File: config.mk
export PLATFORM = sky130hd
export DESIGN_NAME = scan_regport
export DESIGN_NICKNAME = d
export VERILOG_FILES = /design/src/rtl/scanport_pkg.sv /design/src/rtl/scanport_rstsync.sv /design/src/rtl/scanport_shreg.sv /design/src/rtl/scanport_decode.sv /design/src/rtl/scanport_rdret.sv /design/src/rtl/scan_regport.sv
export SDC_FILE = /design/constraint.sdc
export NUM_CORES = 1
export LEC_CHECK = 0
export ABC_AREA = 1
export BUFFER_PORTS_ARGS = -buffer_cell sky130_fd_sc_hd__buf_4
export CAP_MARGIN = 5
export CORE_ASPECT_RATIO = 1.25
export CORE_MARGIN = 1
export CORE_UTILIZATION = 55
export DETAILED_ROUTE_END_ITERATION = 8
export PLACE_DENSITY = 0.79
export SYNTH_ARGS = -nofsm -noshare
export SYNTH_HDL_FRONTEND = slang
export SYNTH_SLANG_ARGS = --single-unit
File: constraint.sdc
create_clock -name clk -period 10.2 [get_ports clk]
set_input_delay 1.02 -clock clk [delete_from_list [all_inputs] [get_ports clk]]
set_output_delay 1.02 -clock clk [all_outputs]
set_load 0.05 [all_outputs]
File: src/rtl/scanport_pkg.sv
package scanport_pkg;
  localparam int DEF_DATA_W = 32;
  localparam int DEF_ADDR_W = 7;

  typedef enum logic {
    ACC_READ  = 1'b0,
    ACC_WRITE = 1'b1
  } acc_kind_e;
endpackage

File: src/rtl/scanport_rstsync.sv
module scanport_rstsync (
  input  logic clk,
  input  logic arst_n,
  output logic srst_n
);
  logic [1:0] sync_q;
  logic [1:0] sync_d;

  always_comb begin
    sync_d = {sync_q[0], 1'b1};
  end

  always_ff @(posedge clk or negedge arst_n) begin
    if (!arst_n) sync_q <= 2'b00;
    else         sync_q <= sync_d;
  end

  assign srst_n = sync_q[1];
endmodule

File: src/rtl/scanport_shreg.sv
module scanport_shreg #(
  parameter int W = 40
) (
  input  logic         clk,
  input  logic         rst_n,
  input  logic         cap_en,
  input  logic         sh_en,
  input  logic         tdi,
  input  logic [W-1:0] cap_val,
  output logic [W-1:0] sr_q
);
  logic [W-1:0] sr_d;
  logic         sr_en;

  always_comb begin
    sr_d  = sr_q;
    sr_en = cap_en | sh_en;
    if (cap_en)     sr_d = cap_val;
    else if (sh_en) sr_d = {tdi, sr_q[W-1:1]};
  end

  always_ff @(posedge clk or negedge rst_n) begin
    if (!rst_n)     sr_q <= '0;
    else if (sr_en) sr_q <= sr_d;
  end

  // shift moves chain one place toward bit 0
  assert_shift_move_R2: assert property (@(posedge clk) disable iff (!rst_n)
    (sh_en && !cap_en) |=> (sr_q[W-2:0] == $past(sr_q[W-1:1])));

  // without capture or shift the chain holds
  assert_chain_hold_R8: assert property (@(posedge clk) disable iff (!rst_n)
    (!cap_en && !sh_en) |=> $stable(sr_q));
endmodule

File: src/rtl/scanport_decode.sv
module scanport_decode #(
  parameter int DATA_W = 32,
  parameter int ADDR_W = 7,
  localparam int W = DATA_W + ADDR_W + 1
) (
  input  logic              clk,
  input  logic              rst_n,
  input  logic              upd_en,
  input  logic [W-1:0]      chain,
  output logic [ADDR_W-1:0] bus_addr,
  output logic [DATA_W-1:0] bus_wdata,
  output logic              bus_wr,
  output logic              bus_rd
);
  import scanport_pkg::*;

  acc_kind_e         kind;
  logic [ADDR_W-1:0] addr_d;
  logic [DATA_W-1:0] wdata_d;
  logic              wr_d, rd_d;

  always_comb begin
    kind    = acc_kind_e'(chain[W-1]);
    wr_d    = upd_en && (kind == ACC_WRITE);
    rd_d    = upd_en && (kind == ACC_READ);
    addr_d  = upd_en ? chain[DATA_W +: ADDR_W] : bus_addr;
    wdata_d = wr_d ? chain[DATA_W-1:0] : bus_wdata;
  end

  always_ff @(posedge clk or negedge rst_n) begin
    if (!rst_n) begin
      bus_wr    <= 1'b0;
      bus_rd    <= 1'b0;
      bus_addr  <= '0;
      bus_wdata <= '0;
    end else begin
      bus_wr <= wr_d;
      bus_rd <= rd_d;
      if (upd_en) bus_addr  <= addr_d;
      if (wr_d)   bus_wdata <= wdata_d;
    end
  end

  // strobes never overlap
  assert_strobe_excl_R10: assert property (@(posedge clk) disable iff (!rst_n)
    !(bus_wr && bus_rd));

  // without a fresh update a strobe lasts one cycle
  assert_strobe_pulse_R10: assert property (@(posedge clk) disable iff (!rst_n)
    ((bus_wr || bus_rd) && !upd_en) |=> !(bus_wr || bus_rd));

  // a write strobe follows an update
  assert_wr_after_upd_R3: assert property (@(posedge clk) disable iff (!rst_n)
    $rose(bus_wr) |-> $past(upd_en));
endmodule

File: src/rtl/scanport_rdret.sv
module scanport_rdret #(
  parameter int DATA_W = 32,
  parameter int ADDR_W = 7,
  localparam int W = DATA_W + ADDR_W + 1
) (
  input  logic              clk,
  input  logic              rst_n,
  input  logic              bus_rd,
  input  logic [DATA_W-1:0] bus_rdata,
  output logic [W-1:0]      cap_word
);
  logic [DATA_W-1:0] hold_q;
  logic [DATA_W-1:0] hold_d;

  always_comb begin
    hold_d   = bus_rd ? bus_rdata : hold_q;
    cap_word = {{(ADDR_W + 1){1'b0}}, hold_d};
  end

  always_ff @(posedge clk or negedge rst_n) begin
    if (!rst_n)      hold_q <= '0;
    else if (bus_rd) hold_q <= hold_d;
  end

  // held result is the bus data seen during the strobe
  assert_hold_load_R5: assert property (@(posedge clk) disable iff (!rst_n)
    bus_rd |=> (hold_q == $past(bus_rdata)));

  // held result changes only through a read strobe
  assert_hold_keep_R6: assert property (@(posedge clk) disable iff (!rst_n)
    !bus_rd |=> $stable(hold_q));
endmodule

File: src/rtl/scan_regport.sv
module scan_regport #(
  parameter int DATA_W = scanport_pkg::DEF_DATA_W,
  parameter int ADDR_W = scanport_pkg::DEF_ADDR_W
) (
  input  logic              clk,
  input  logic              rst_n,
  input  logic              sel,
  input  logic              capture,
  input  logic              shift,
  input  logic              update,
  input  logic              tdi,
  output logic              tdo,
  output logic [ADDR_W-1:0] bus_addr,
  output logic [DATA_W-1:0] bus_wdata,
  input  logic [DATA_W-1:0] bus_rdata,
  output logic              bus_wr,
  output logic              bus_rd
);
  localparam int W = DATA_W + ADDR_W + 1;

  logic         srst_n;
  logic         cap_en, sh_en, upd_en;
  logic [W-1:0] sr_q;
  logic [W-1:0] cap_word;

  always_comb begin
    cap_en = sel & capture;
    sh_en  = sel & shift & ~capture;
    upd_en = sel & update;
    tdo    = sel & sr_q[0];
  end

  scanport_rstsync u_rst (
    .clk    (clk),
    .arst_n (rst_n),
    .srst_n (srst_n)
  );

  scanport_shreg #(.W(W)) u_shreg (
    .clk     (clk),
    .rst_n   (srst_n),
    .cap_en  (cap_en),
    .sh_en   (sh_en),
    .tdi     (tdi),
    .cap_val (cap_word),
    .sr_q    (sr_q)
  );

  scanport_decode #(.DATA_W(DATA_W), .ADDR_W(ADDR_W)) u_decode (
    .clk       (clk),
    .rst_n     (srst_n),
    .upd_en    (upd_en),
    .chain     (sr_q),
    .bus_addr  (bus_addr),
    .bus_wdata (bus_wdata),
    .bus_wr    (bus_wr),
    .bus_rd    (bus_rd)
  );

  scanport_rdret #(.DATA_W(DATA_W), .ADDR_W(ADDR_W)) u_rdret (
    .clk       (clk),
    .rst_n     (srst_n),
    .bus_rd    (bus_rd),
    .bus_rdata (bus_rdata),
    .cap_word  (cap_word)
  );

  // deselected chain issues no strobe
  assert_unsel_quiet_R8: assert property (@(posedge clk) disable iff (!srst_n)
    !sel |=> !(bus_wr || bus_rd));

  // captured upper bits are zero
  assert_cap_upper_zero_R5: assert property (@(posedge clk) disable iff (!srst_n)
    cap_en |=> (sr_q[W-1:DATA_W] == '0));
endmodule

==> impl_metrics.yaml <==
run_status:
  status: "completed"
clocking:
  cts_resized: 0
  cts.sinks: 115
  hold_buffers: 0
  htreeDepth: 4
  cts_setup_buffers: 0
  clkLatencyLatePin_ps: 520
  clockBufferDepth: 2
  clkTransAtPathRegs_ps: 50
  cts_tree: "built"
  cts_made_buffers: 17
  clockRootBuffer: "clkbuf_8"
timing:
  slew_viol_final: 0
  clock_skew_ps: 7.042
  clock.fmax_mhz: 369.7
  rsz0062_at_grt: "no"
  setup_slack_ps: 7495
  tns_ps: 0
  slew_headroom_pct: 20.98
  setup_viol_count_final: 0
  period_needed_ps: 2705
  period_share_pct: 26.52
  finalHoldViolations: 0
  tightestPinTransition_ps: 1183
finish:
  multi_input_area_sq_mm: 0.001489
  nNetsFinal: 636
  fin_cells: 705
  diodes: 0
  syn2layout_area_growth_pct: 28.15
  regArea_sq_mm: 0.002882
  finish.utilization_pct: 73.93
  drive_above_1_share_pct: 19.02
  fillCellCount: 566
power_and_ir_drop:
  peakVddDrop_mv: 0.1679
  p_switching_mw: 0.4942
  seqPwrFrac_pct: 36.9
  p_int_mw: 1.113
  powerDensity_mw_per_mm2: 274.3
  p_leak_nw: 3.124
  power_frac_comb_pct: 21.4
  switching_share_pct: 30.74
  power_frac_clock_pct: 41.7
  totalPowerFinal_mw: 1.608
logic_synthesis:
  ys_ff_latch: 115
  ys_seq_area_share_pct: 62.93
  synth.top_cells.by_area: "dfrtp_1 63%, nand2_1 20%, nand3_1 8.8%"
  synth-compound-area-share_pct: 3.064
  synthMuxAreaShare_pct: 0
  netlist-cell-type-count: 10
  yosys.area_share.simple_pct: 29.36
  synthAdderAreaFrac_pct: 0
  yosysWarningCount: 0
  synth_top_family_by_area: "simple AND/OR/NAND/NOR gates"
  synth-xor-area-share_pct: 0
  synth.top_cell.area_share_pct: 62.93
  synth_area_sq_mm: 0.004573
  syn_inst: 524
  syn-num-nets: 563
  syn_area_per_cell_sq_um: 8.727
  yosysTopAreaCell: "dfrtp_1"
drt:
  dr.pass1.iters: 5
  ant_nets: 0
  drc: 0
  wire_per_inst_um: 15.52
  drt-vias-per-instance: 5.481
  drtIter0Drc: 238
  via_count: 3864
  wl_mm: 10.94
critical_path:
  worstPathRequired_ps: 10590
  path_class: "in -> reg"
  crit_arrival_ps: 3100
  cp_max_fo: 35
  startpoint_type: "input pin"
  endpoint_kind: "flip-flop"
floorplan:
  ios: 81
  core_area_sq_mm: 0.007928
  die_area_sq_mm: 0.008686
  die_y_um: 104.0
  row_count: 36
  die_x_um: 83.56
  initial_core_util_pct: 57.69
global_route:
  antenna_found_initial: 0
  grt_pass1_wl_mm: 18.42
  track_usage_pct: 27.21
  grt_pass1_vias: 3966
  grt_max_degree: 73
  overflow: 0
job:
  cap_violations: 0
placement:
  numPortBuffers: 80
  dpl.hpwl_mm: 6.442
  dp_worst_setup_slack_ps: 7033
  dpl.cell_count: 673
  gp_congestion: 0.8098
hold_path:
  worstHoldPathType: "in -> async"
==> cells in the final DEF, fill, tap and decap left out <==
| cell type | count |
|---|---|
| nand2_1 | 248 |
| dfrtp_1 | 114 |
| buf_4 | 83 |
| nand3_1 | 80 |
| o21ai_0 | 28 |
| inv_1 | 19 |
| clkbuf_16 | 16 |
| bufinv_16 | 6 |
| clkbuf_8 | 5 |
| clkinv_2 | 4 |
| nor2_1 | 2 |
| clkinv_1 | 1 |
| nand2_2 | 1 |
| clkbuf_1 | 1 |
| conb_1 | 1 |
| dfrtp_4 | 1 |
==> power groups by stage <==
stage          Combinational [mW]  Clock, mW  Sequential (mW)
2_1_floorplan              0.0961          0            0.730
3_3_place_gp                0.335          0            0.595
3_5_place_dp                0.342          0            0.597
4_1_cts                     0.346      0.673            0.593
5_1_grt                     0.368      0.697            0.603
6_report                    0.343      0.670            0.594
==> per-stage QoR <==
step / hold slack (ps) / cell area [sq um]
5_1_grt: 249.9 / 5861
4_1_cts: 258.1 / 5861
3_3_place_gp: 322.7 / 5187
6_report: 268.2 / 5861
2_1_floorplan: 331.2 / 4573
3_5_place_dp: 337.2 / 5187
==> cell usage after synthesis <==
cell and count:
buf_2 20, clkbuf_1 9, clkinv_1 1, conb_1 1
dfrtp_1 115, inv_1 19, nand2_1 249, nand3_1 80
nor2_1 2, o21ai_0 28
==> path summary, 6_finish.rpt <==
check / start / endpoint / slack [ps] / cells after the start
min: rst_n / u_rst.sync_q[1] / 270 / 1
min reg2reg: u_rst.sync_q[1] / u_rdret.hold_q[1] / 310 / 0
max reg2reg: u_shreg.sr_q[39] / u_decode.bus_wdata[4] / 8010 / 5
max: sel / u_shreg.sr_q[16] / 7500 / 5
max in group asynchronous: u_rst.sync_q[1] / u_rdret.hold_q[29] / 8590 / 1
min in group clk: u_rst.sync_q[0] / u_rst.sync_q[1] / 350 / 0
==> registers in the layout (all words and copies together), names as in the netlist <==
register and cells:
u_decode.bus_wr 1, u_decode.bus_rd 1, u_rdret.hold_q 32, u_rst.sync_q 2
u_decode.bus_wdata 32, u_decode.bus_addr 7, u_shreg.sr_q 40
==> final cells by class <==
type / instances / share of cell area, %
sequential: 115 / 49.17
multi-input combinational: 360 / 25.41
timing repair buffer: 83 / 10.63
clock buffer: 22 / 8.070
clock inverter: 10 / 3.416
tap: 95 / 2.028
inverter: 20 / 1.281
==> metal layers <==
layer	GRT usage, %	share of wire, %
met5	0	0
met4	12.71	3.1
met3	8.651	5.7
met2	43.61	51
met1	33.55	41
==> cells by family (layout without fill, tap and decap cells) <==
group,count (synthesis),in the layout
compound gates,28,28
other cells,1,1
buf+inv,49,135
simple gates,331,331
flops,115,115
==> critical path, cell delays in order <==
cell and delay, ps:
buf_4 130, nand2_1 850, inv_1 700, nand3_1 250
nand3_1 120
Note: power is estimated with default switching activity, not from simulation.
